## config.mk

```make
export PLATFORM = sky130hd
export DESIGN_NAME = ubus_datapath
export DESIGN_NICKNAME = d
export VERILOG_FILES = /design/src/rtl/ubd_pkg.sv /design/src/rtl/ubd_bsel.sv /design/src/rtl/ubd_alu.sv /design/src/rtl/ubd_shifter.sv /design/src/rtl/ubus_datapath.sv
export SDC_FILE = /design/constraint.sdc
export NUM_CORES = 1
export LEC_CHECK = 0
export BUFFER_PORTS_ARGS = -buffer_cell sky130_fd_sc_hd__buf_2
export CORE_MARGIN = 10
export CORE_UTILIZATION = 40
export CTS_CLUSTER_DIAMETER = 30
export CTS_CLUSTER_SIZE = 25
export DETAILED_ROUTE_END_ITERATION = 10
export GPL_ROUTABILITY_DRIVEN = 0
export SETUP_SLACK_MARGIN = 0.3
export SLEW_MARGIN = 20
export SYNTH_ARGS = -nofsm -noshare
export SYNTH_HDL_FRONTEND = slang
export SYNTH_SLANG_ARGS = --single-unit
```

## constraint.sdc

```tcl
create_clock -name clk -period 10.38 [get_ports clk]
set_input_delay 1.038 -clock clk [delete_from_list [all_inputs] [get_ports clk]]
set_output_delay 1.038 -clock clk [all_outputs]
set_load 0.01 [all_outputs]
```

## src/rtl/ubd_pkg.sv

```systemverilog
package ubd_pkg;

    typedef enum logic [1:0] {
        FN_AND  = 2'b00,
        FN_OR   = 2'b01,
        FN_NOTB = 2'b10,
        FN_ADD  = 2'b11
    } alu_fn_e;

    typedef enum logic [1:0] {
        SH_NONE = 2'b00,
        SH_SRA1 = 2'b01,
        SH_SLL8 = 2'b10,
        SH_RSVD = 2'b11
    } shift_e;

    typedef struct packed {
        alu_fn_e fn;
        logic    ena;
        logic    enb;
        logic    inva;
        logic    inc;
    } alu_ctl_t;

endpackage

```

## src/rtl/ubd_bsel.sv

```systemverilog
module ubd_bsel #(
    parameter int W    = 32,
    parameter int NGEN = 8,
    parameter int BSW  = $clog2(NGEN + 3),
    parameter int IDXW = $clog2(NGEN)
) (
    input  logic [NGEN-1:0][W-1:0] gen,
    input  logic [BSW-1:0]         b_sel,
    input  logic [W-1:0]           mem_word,
    input  logic [7:0]             mem_byte,
    output logic [W-1:0]           b_bus
);
    localparam logic [BSW-1:0] SEL_WORD = BSW'(NGEN);
    localparam logic [BSW-1:0] SEL_BYTU = BSW'(NGEN + 1);
    localparam logic [BSW-1:0] SEL_BYTS = BSW'(NGEN + 2);

    always_comb begin
        b_bus = '0;
        if (b_sel < SEL_WORD) begin
            b_bus = gen[b_sel[IDXW-1:0]];
        end else if (b_sel == SEL_WORD) begin
            b_bus = mem_word;
        end else if (b_sel == SEL_BYTU) begin
            b_bus = {{(W-8){1'b0}}, mem_byte};
        end else if (b_sel == SEL_BYTS) begin
            b_bus = {{(W-8){mem_byte[7]}}, mem_byte};
        end
    end
endmodule

```

## src/rtl/ubd_alu.sv

```systemverilog
module ubd_alu
    import ubd_pkg::*;
#(
    parameter int W = 32
) (
    input  alu_ctl_t       ctl,
    input  logic [W-1:0]   a_in,
    input  logic [W-1:0]   b_in,
    output logic [W-1:0]   res,
    output logic           neg,
    output logic           zero
);
    logic [W-1:0] a_g;
    logic [W-1:0] b_g;

    always_comb begin
        a_g = ctl.ena ? a_in : '0;
        if (ctl.inva) a_g = ~a_g;
        b_g = ctl.enb ? b_in : '0;
        unique case (ctl.fn)
            FN_AND:  res = a_g & b_g;
            FN_OR:   res = a_g | b_g;
            FN_NOTB: res = ~b_g;
            default: res = a_g + b_g + W'(ctl.inc);
        endcase
        neg  = res[W-1];
        zero = (res == '0);
    end
endmodule

```

## src/rtl/ubd_shifter.sv

```systemverilog
module ubd_shifter
    import ubd_pkg::*;
#(
    parameter int W   = 32,
    parameter int SHL = 8
) (
    input  shift_e       sh,
    input  logic [W-1:0] din,
    output logic [W-1:0] dout
);
    always_comb begin
        unique case (sh)
            SH_SRA1: dout = $unsigned($signed(din) >>> 1);
            SH_SLL8: dout = din << SHL;
            default: dout = din;
        endcase
    end
endmodule

```

## src/rtl/ubus_datapath.sv

```systemverilog
module ubus_datapath
    import ubd_pkg::*;
#(
    parameter int W    = 32,
    parameter int NGEN = 8,
    parameter int BSW  = $clog2(NGEN + 3)
) (
    input  logic            clk,
    input  logic            rst_n,
    input  logic [5:0]      alu_ctl,
    input  logic [1:0]      shift_ctl,
    input  logic [NGEN:0]   wr_mask,
    input  logic [BSW-1:0]  b_sel,
    input  logic [W-1:0]    mem_word,
    input  logic [7:0]      mem_byte,
    output logic [W-1:0]    c_bus,
    output logic            n_flag,
    output logic            z_flag
);
    typedef struct packed {
        logic [NGEN-1:0][W-1:0] gen;
        logic [W-1:0]           hold;
    } dp_state_t;

    dp_state_t    state_d, state_q;
    logic [W-1:0] b_bus;
    logic [W-1:0] alu_res;
    logic [NGEN*W-1:0] gen_flat;

    assign gen_flat = state_q.gen;

    ubd_bsel #(.W(W), .NGEN(NGEN), .BSW(BSW)) u_bsel (
        .gen      (state_q.gen),
        .b_sel    (b_sel),
        .mem_word (mem_word),
        .mem_byte (mem_byte),
        .b_bus    (b_bus)
    );

    ubd_alu #(.W(W)) u_alu (
        .ctl  (alu_ctl_t'(alu_ctl)),
        .a_in (state_q.hold),
        .b_in (b_bus),
        .res  (alu_res),
        .neg  (n_flag),
        .zero (z_flag)
    );

    ubd_shifter #(.W(W)) u_shift (
        .sh   (shift_e'(shift_ctl)),
        .din  (alu_res),
        .dout (c_bus)
    );

    always_comb begin
        state_d = state_q;
        for (int i = 0; i < NGEN; i++) begin
            if (wr_mask[i]) state_d.gen[i] = c_bus;
        end
        if (wr_mask[NGEN]) state_d.hold = c_bus;
    end

    always_ff @(posedge clk) begin
        if (!rst_n) state_q <= '0;
        else        state_q <= state_d;
    end
endmodule

```

# ---- Word level (Yosys, flattened, before mapping)
# Index checks and enable logic that the tools add are counted.
dict set report totals {
  ff_bits 288
  in_bits 63
  out_inout_bits 34
  elab_cells 37
}
dict set report classes {
  n_addsub 2
  n_lt_le_gt_ge 2
  n_eq_ne 7
  muxes 11
  bitwise 4
  reduce_logical 2
}
# operator count
set op_table {}
lappend op_table {{$mux 32} 8}
lappend op_table {{$bmux 32 s3} 1}
lappend op_table {{$pmux 32 s3} 1}
lappend op_table {{$not 32->32} 2}
lappend op_table {{$pmux 32 s2} 1}
lappend op_table {{$add 32x1->32} 1}
lappend op_table {{$add 32x32->32} 1}
lappend op_table {{$and 32x32->32} 1}
lappend op_table {{$logic_not 32->1} 1}
lappend op_table {{$or 32x32->32} 1}
lappend op_table {{$eq 4x4->1 const B} 3}
lappend op_table {{$eq 2x1->1 const B} 2}
lappend op_table {{$eq 2x2->1 const B} 2}
lappend op_table {{$lt 3x4->1 const B} 1}
lappend op_table {{$lt 4x4->1 const B} 1}
lappend op_table {{$logic_not 2->1} 1}

# ---- Logic depth before layout (Yosys ltp)
# Gate-level depths: netlist of the first run.
dict set report logic_depth {
  ltp_word 10
  mapped_depth 21
  ltp_nobuf 15
}

# ---- Hierarchy
# Synthesis of the first run repeated with hierarchy kept, for this count alone.
dict set report unflattened {
  hier_cells 2007
  area_unflattened_um2 18831.8
}
# mod n_inst cells_per_inst area_per_inst_um2 seq_area_each_um2
set by_module_without_submodules {}
lappend by_module_without_submodules {ubus_datapath 1 964 11474.8 5765.5}
lappend by_module_without_submodules {ubd_alu 1 641 4022.6 0.0}
lappend by_module_without_submodules {ubd_bsel 1 303 2726.4 0.0}
lappend by_module_without_submodules {ubd_shifter 1 99 608.1 0.0}

# ---- Least setup slack after synthesis of the first run
# OpenSTA, ideal clock, no wires.
dict set report synth_path {
  path_type {input to output}
  startpoint {input port b_sel[1]}
  endpoint {output port z_flag}
  t_arrival_ps 4893
  t_required_ps 9342
  slack_ps 4449
  path_stages 16
  n_path_buf 1
  path_cell_list {buf_6 -> mux4_1 -> o22ai_1 -> a21o_1 -> fa_1 -> inv_1 -> fa_1 -> a211oi_1 -> o21ai_1 -> a21oi_1 -> mux2i_1 -> nor3_1 -> or4_1 -> nor3_2 -> nand4_1 -> nor4_2}
}
dict set report synth_via {
  elab_chain_len 10
  word_cells_on_any_way 18
  classes_between {add/sub (2); order compare (1); eq/ne (3); mux (8); bitwise (3); reduce/logical (1)}
}
# item line
set synth_lines {}
lappend synth_lines {{from (decl)} ubus_datapath.sv:13} ;# input logic [BSW-1:0] b_sel,
lappend synth_lines {{$eq 4x4->1} ubd_bsel.sv:25} ;# end else if (b_sel == SEL_BYTS) begin
lappend synth_lines {{$mux 32} ubd_bsel.sv:25}
lappend synth_lines {{$mux 32} ubd_bsel.sv:23} ;# end else if (b_sel == SEL_BYTU) begin
lappend synth_lines {{$mux 32} ubd_bsel.sv:21} ;# end else if (b_sel == SEL_WORD) begin
lappend synth_lines {{$mux 32 *} ubd_bsel.sv:19} ;# if (b_sel < SEL_WORD) begin
lappend synth_lines {{$mux 32 *} ubd_alu.sv:19} ;# b_g = ctl.enb ? b_in : '0;
lappend synth_lines {{$add 32x32->32} ubd_alu.sv:24} ;# default: res = a_g + b_g + W'(ctl.inc);
lappend synth_lines {{$add 32x1->32} ubd_alu.sv:24}
lappend synth_lines {{$pmux 32 s3 *} ubd_alu.sv:20} ;# unique case (ctl.fn)
lappend synth_lines {{$logic_not 32->1 *} ubd_alu.sv:27} ;# zero = (res == '0);
lappend synth_lines {{to (decl)} ubus_datapath.sv:18} ;# output logic z_flag
# Mark *: on every way between the ends. The rest lies on a longest branch, timed or not. The select of a mux whose other input is x is not followed.

# ---- Worst setup path after layout of the first run
dict set report layout_path {
  startpoint {input port b_sel[1]}
  endpoint {output port c_bus[24]}
}
dict set report layout_via {
  elab_chain_len 10
  word_cells_on_any_way 18
  classes_between {add/sub (2); order compare (1); eq/ne (3); mux (9); bitwise (3)}
}
# item line
set layout_lines {}
lappend layout_lines {{$eq 4x4->1} ubd_bsel.sv:25}
lappend layout_lines {{$mux 32} ubd_bsel.sv:25}
lappend layout_lines {{$mux 32} ubd_bsel.sv:23}
lappend layout_lines {{$mux 32} ubd_bsel.sv:21}
lappend layout_lines {{$mux 32 *} ubd_bsel.sv:19}
lappend layout_lines {{$mux 32 *} ubd_alu.sv:19}
lappend layout_lines {{$add 32x32->32} ubd_alu.sv:24}
lappend layout_lines {{$add 32x1->32} ubd_alu.sv:24}
lappend layout_lines {{$pmux 32 s3 *} ubd_alu.sv:20}
lappend layout_lines {{$pmux 32 s2 *} ubd_shifter.sv:12} ;# unique case (sh)
lappend layout_lines {{to (decl)} ubus_datapath.sv:16} ;# output logic [W-1:0] c_bus,
# Marked as above.

==> results of run 1 <==
## through the flow
step | power, mW | setup slack (ns) | cells
3_3_place_gp | 2.159 | 2.661 | 2663
3_5_place_dp | 2.177 | 2.673 | 2663
6_report | 3.968 | 2.631 | 2762
5_1_grt | 4.120 | 2.319 | 2761
4_1_cts | 3.973 | 2.641 | 2761
2_1_floorplan | 1.903 | 4.449 | 2102
## worst paths after layout
check / cells past startpoint / startpoint / endpoint / slack, ns
max: 19 / b_sel[1] / c_bus[24] / 2.63
min: 2 / gen_flat[49]$_SDFFE_PN0P_ / gen_flat[49]$_SDFFE_PN0P_ / 0.46
min reg2reg: 2 / gen_flat[49]$_SDFFE_PN0P_ / gen_flat[49]$_SDFFE_PN0P_ / 0.46
max reg2reg: 15 / gen_flat[64]$_SDFFE_PN0P_ / gen_flat[27]$_SDFFE_PN0P_ / 5.45
## state kept, by name, summed over array words and instances (netlist names)
register  cells
gen_flat    256
state_q      32
## critical path: cells and delay by family
| kind | cells | cell delay, ns |
|---|---|---|
| XOR/XNOR | 1 | 0.11 |
| multiplexers | 1 | 0.57 |
| buffers and inverters | 6 | 1.60 |
| adder cells (fa/ha/maj) | 2 | 0.72 |
| AO/OA/AOI/OAI | 8 | 2.42 |
| AND/OR/NAND/NOR | 1 | 0.22 |
## report_power, final
group / internal, mW / switching, mW
clock network: 1.20 / 0.587
registers: 1.21 / 0.0524
logic: 0.337 / 0.574
total: 2.76 / 1.21
## kinds of logic (layout without fill, tap and decap cells)
logic type | count (synthesis) | count (layout) | share of synthesized area [%]
AND/OR/NAND/NOR | 685 | 685 | 18.43
flip-flops | 288 | 288 | 31.04
other | 0 | 1 | 0
multiplexers | 158 | 158 | 12.78
adder cells (fa/ha/maj) | 68 | 68 | 4.661
AO/OA/AOI/OAI | 579 | 579 | 24.01
buffers and inverters | 281 | 340 | 7.059
XOR/XNOR | 43 | 43 | 2.028
## layout by cell type, fill, tap and decap left out, types with 12 or more instances in the layout
| cell | count |
|---|---|
| a22o_1 | 55 |
| xnor2_1 | 34 |
| nand2_1 | 226 |
| a211oi_1 | 14 |
| o22ai_1 | 27 |
| a21o_1 | 13 |
| o221ai_1 | 12 |
| mux4_2 | 55 |
| o211ai_1 | 17 |
| inv_1 | 102 |
| nand3_1 | 61 |
| mux2i_1 | 92 |
| ha_1 | 65 |
| a31oi_1 | 22 |
| nor3_1 | 23 |
| a32o_1 | 18 |
| nor2b_1 | 132 |
| and2_1 | 39 |
| and3_1 | 14 |
| a22oi_1 | 15 |
| buf_4 | 33 |
| clkbuf_16 | 53 |
| a21boi_0 | 18 |
| nand4_1 | 18 |
| nor2_1 | 106 |
| o21ai_1 | 14 |
| o2bb2ai_1 | 14 |
| o21ai_0 | 76 |
| o31ai_1 | 15 |
| nand2b_1 | 14 |
| a21oi_1 | 81 |
| buf_2 | 93 |
| o211a_1 | 73 |
| dfxtp_1 | 288 |
## final cells by class
class / count / area [um2] / area share (%)
inverters: 115 / 431.7 / 2.051
diodes: 1 / 2.502 / 0.01189
flip-flops and latches: 288 / 5766 / 27.40
multi-input cells: 1533 / 11500 / 54.66
well taps: 600 / 750.7 / 3.568
repair buffers: 127 / 726.9 / 3.455
clock buffers: 67 / 1439 / 6.838
clock inverters: 31 / 424.2 / 2.016
## per-layer routing
layer  GRT usage, %  part of all wire [%]
met4          8.561                   3.4
met2          35.69                    47
met1          27.94                    42
met5              0                     0
met3          3.439                   7.6
==> flow_summary.json, run 1 <==
{
  "crit_required_ns": 9.34,
  "slowest_stage": "buf_4",
  "status": "finished clean",
  "overflow": 0,
  "synth_top_area_share_pct": 31.04,
  "postCtsSetupRepairBufs": 0,
  "crit_chain": "buf_4, buf_4, mux4_1, o22ai_1, a21o_1, fa_1, inv_1, fa_1, a211oi_1, o21ai_1, a21oi_1, o2bb2ai_1, xor2_1, o221ai_1, buf_4, inv_1, o221ai_2, and2_1, buf_2",
  "slew_headroom_pct": 24.25,
  "htreeDepth": 2,
  "cts_resized": 0,
  "period_share_pct": 74.66,
  "cts_max_path_buffers": 3,
  "ys_ff_latch": 288,
  "fp.dieH_um": 235.5,
  "drt_iter0_drc": 1707,
  "antenna_found_initial": 0,
  "synth-edff-count": 0,
  "final_max_slew_viol_count": 0,
  "fp.coreArea_um2": 45670,
  "die-area_um2": 55460,
  "place_area_um2": 19180,
  "dieWidth_um": 235.5,
  "holdWs_ns": 0.4598,
  "drive_above_1_share_pct": 15.27,
  "clk_pin_slew_worst_paths_ns": 0.05,
  "cp-start-kind": "primary input",
  "async_flop_share_pct": 0,
  "ant_nets": 0,
  "cts_sinks": 288,
  "drc": 0,
  "avgViaCountPerCell": 6.040,
  "ys_seq_area_share_pct": 31.04,
  "grt_pass1_vias": 16450,
  "setup_viol": 0,
  "tns_ns": 0,
  "synthCells": 2102,
  "grt_first_pass_wirelength_um": 96620,
  "cts_buffers": 53,
  "synthTopCellsByArea": "dfxtp_1, mux4_2, mux2i_1, nand2_1, ha_1",
  "rsz0062_at_grt": "false",
  "crit_path_frequent_cell": "buf_4",
  "fin_nets": 2249,
  "drv_cap": 0,
  "cellPowerDensity_nw_per_um2": 188.6,
  "ctsHoldBuffers": 0,
  "fin_util_pct": 46.07,
  "critPathMaxStageDelay_ns": 0.65,
  "syn_nets": 2233,
  "synth_top_cells_by_count": "dfxtp_1, nand2_1, nor2b_1",
  "wirelength_um": 63560,
  "rows": 78,
  "io_pins": 97,
  "worst_pin_slew_ns": 1.136,
  "syn_area_um2": 18580,
  "hold_viol_final": 0,
  "ir_worst_vdd_mv": 0.1237,
  "crit_arrival_ns": 6.71,
  "portBuffers": 96,
  "ys.flop_type": "dfxtp_1",
  "yosysMostFrequentCell": "dfxtp_1",
  "synth_top_area_cell": "dfxtp_1",
  "ctsRootBufferMaster": "clkbuf_16",
  "start_util_pct": 40.67,
  "p_leak_nw": 9.267,
  "critPathCaptureType": "output port",
  "detail_route.wl_per_cell_um": 23.01,
  "vias": 16680,
  "post-route-min-period_ns": 7.749,
  "finalInstanceArea_um2": 21040,
  "clock_latency_ns": 0.57,
  "clock_skew_ns": 0.02766,
  "yosysWarningCount": 0,
  "max_freq_mhz": 129.0,
  "grt_max_degree": 107,
  "syn_avg_cell_area_um2": 8.837,
  "synth.distinct_cells": 104,
  "syn2layout_area_growth_pct": 13.28,
  "cts_tree": "built",
  "drtPass1Iterations": 6,
  "worstPathMaxFanout": 53,
  "grt_usage_pct": 21.71,
  "nFillCells": 4406,
  "path_class": "in -> out",
  "dpl.hpwl_um": 42950,
  "hp-class": "reg -> reg"
}
Power figures use the tool's default switching activity.
==> run 2: changes to the inputs <==
Clock period 10.38 ns to 7.6 ns, I/O delays scaled along.
==> flow_summary.json, run 2 (same netlist as run 1, synthesis figures left out) <==
{
  "regArea_um2": 5766,
  "max_freq_mhz": 145.7,
  "worst_pin_slew_ns": 1.122,
  "avgViaCountPerCell": 6.062,
  "ir_worst_vdd_mv": 0.1869,
  "cellPowerDensity_nw_per_um2": 254.6,
  "ctsHoldBuffers": 0,
  "crit_arrival_ns": 6.10,
  "cts_sinks": 288,
  "grt_max_degree": 129,
  "clk_pin_slew_worst_paths_ns": 0.05,
  "final-instance-count-excl-fill": 2781,
  "grt_first_pass_wirelength_um": 96030,
  "dieWidth_um": 235.5,
  "cts_buffers": 53,
  "period_share_pct": 90.33,
  "htreeDepth": 2,
  "status": "finished clean",
  "cp-start-kind": "primary input",
  "grt_usage_pct": 21.64,
  "postCtsSetupRepairBufs": 0,
  "antenna_found_initial": 0,
  "grt_pass1_vias": 15970,
  "dpl.hpwl_um": 44720,
  "worstPathMaxFanout": 27,
  "cts_max_path_buffers": 3,
  "hold_viol_final": 0,
  "largest_reg_flops": 256,
  "tns_ns": 0,
  "antenna_cells": 0,
  "place_area_um2": 19350,
  "multiInputGateArea_um2": 11500,
  "vias": 16860,
  "dp.cells": 2686,
  "drtPass1Iterations": 5,
  "crit_chain": "buf_4, buf_4, buf_4, mux4_2, mux2i_1, o22ai_1, and2_1, ha_1, a21oi_1, o21ai_0, nor3_1, a21oi_1, mux2i_1, nor3_1, nand4_1, nor4_2, buf_2",
  "setup_viol": 0,
  "slowest_stage": "nor3_1",
  "critPathMaxStageDelay_ns": 0.55,
  "portBuffers": 96,
  "ant_nets": 0,
  "finalInstanceArea_um2": 21190,
  "final_max_slew_viol_count": 0,
  "p_leak_nw": 9.362,
  "cts_resized": 0,
  "crit_family": "simple AND/OR/NAND/NOR gates",
  "hp-class": "reg -> reg",
  "die-area_um2": 55460,
  "drt_iter0_drc": 1544,
  "rsz0062_at_grt": "false",
  "drive_above_1_share_pct": 16.19,
  "syn2layout_area_growth_pct": 14.05,
  "nFillCells": 4417,
  "critPathCaptureType": "output port",
  "overflow": 0,
  "post-route-min-period_ns": 6.865,
  "detail_route.wl_per_cell_um": 23.04,
  "drv_cap": 0,
  "final_common_cell": "dfxtp_1",
  "final_cell_mix": "dfxtp_1, nand2_1, nor2b_1, nor2_1, inv_1",
  "io_pins": 97,
  "path_class": "in -> out",
  "rows": 78,
  "crit_required_ns": 6.84,
  "clock_latency_ns": 0.57,
  "cts_tree": "built",
  "fp.dieH_um": 235.5,
  "ctsRootBufferMaster": "clkbuf_16",
  "fin_nets": 2272,
  "fin_util_pct": 46.38,
  "clock_skew_ns": 0.02584,
  "crit_path_frequent_cell": "buf_4",
  "slew_headroom_pct": 25.22,
  "start_util_pct": 40.67,
  "wirelength_um": 64060,
  "fp.coreArea_um2": 45670,
  "drc": 0,
  "critPathBufInv": 4
}
-- run 2: cell types whose count changed in the layout (fill, tap and decap cells not counted), moves of 2 or more --
| cell | delta |
|---|---|
| buf_4 | +22 |
| bufinv_16 | -3 |
| clkbuf_1 | -3 |
| clkbuf_8 | +3 |
| clkinv_2 | -2 |
-- run 2: worst reg2reg max path: cells and delay by family, from the launching register on --
kind                       cells  cell delay, ns
AOI/OAI and AO/OA             10            3.24
adders and majority gates      2            0.70
muxes                          1            0.48
DFF                            1            0.32
buffers and inverters          2            0.31
xor gates and xnor gates       1            0.13
-- run 2: worst paths after layout --
kind / startpoint / end / slack (ns) / cells after the start
worst min-delay path: gen_flat[49]$_SDFFE_PN0P_ / gen_flat[49]$_SDFFE_PN0P_ / 0.47 / 2
worst max-delay path: b_sel[1] / z_flag / 0.74 / 17
worst max register to register: gen_flat[0]$_SDFFE_PN0P_ / gen_flat[207]$_SDFFE_PN0P_ / 2.35 / 16
worst min register to register: gen_flat[49]$_SDFFE_PN0P_ / gen_flat[49]$_SDFFE_PN0P_ / 0.47 / 2
-- run 2: routing by layer --
metal | vias up | global-route usage (%) | wire (um)
met5 | - | 0 | 0
met4 | 0 | 8.696 | 2462
met3 | 143 | 3.054 | 4844
met2 | 771 | 34.46 | 29020
met1 | 8209 | 28.91 | 27730
li1 | 7735 | - | -
-- run 2: layout make-up --
class,instances,share of cell area [%]
clock inverters,27,1.601
flip-flops and latches,288,27.21
inverters,115,2.038
repair buffers,150,4.264
well taps,600,3.544
multi-input cells,1533,54.29
clock buffers,68,7.052
-- run 2: where the power goes --
group	total, mW	leakage (nW)	switching (mW)	internal (mW)
Combinational	1.28	6.09	0.798	0.480
Clock	2.39	0.890	0.800	1.59
Sequential	1.73	2.38	0.0698	1.66
Total	5.39	9.36	1.67	3.73
-- run 2: through the flow --
stage / total power, mW / hold WS, ns / setup WS, ns
floorplan: 2.600 / 0.4409 / 2.225
global placement: 2.983 / 0.4507 / 0.8269
detailed placement: 3.005 / 0.4612 / 0.8168
CTS: 5.393 / 0.4710 / 0.7968
global route: 5.597 / 0.4838 / 0.4356
finish: 5.394 / 0.4725 / 0.7351
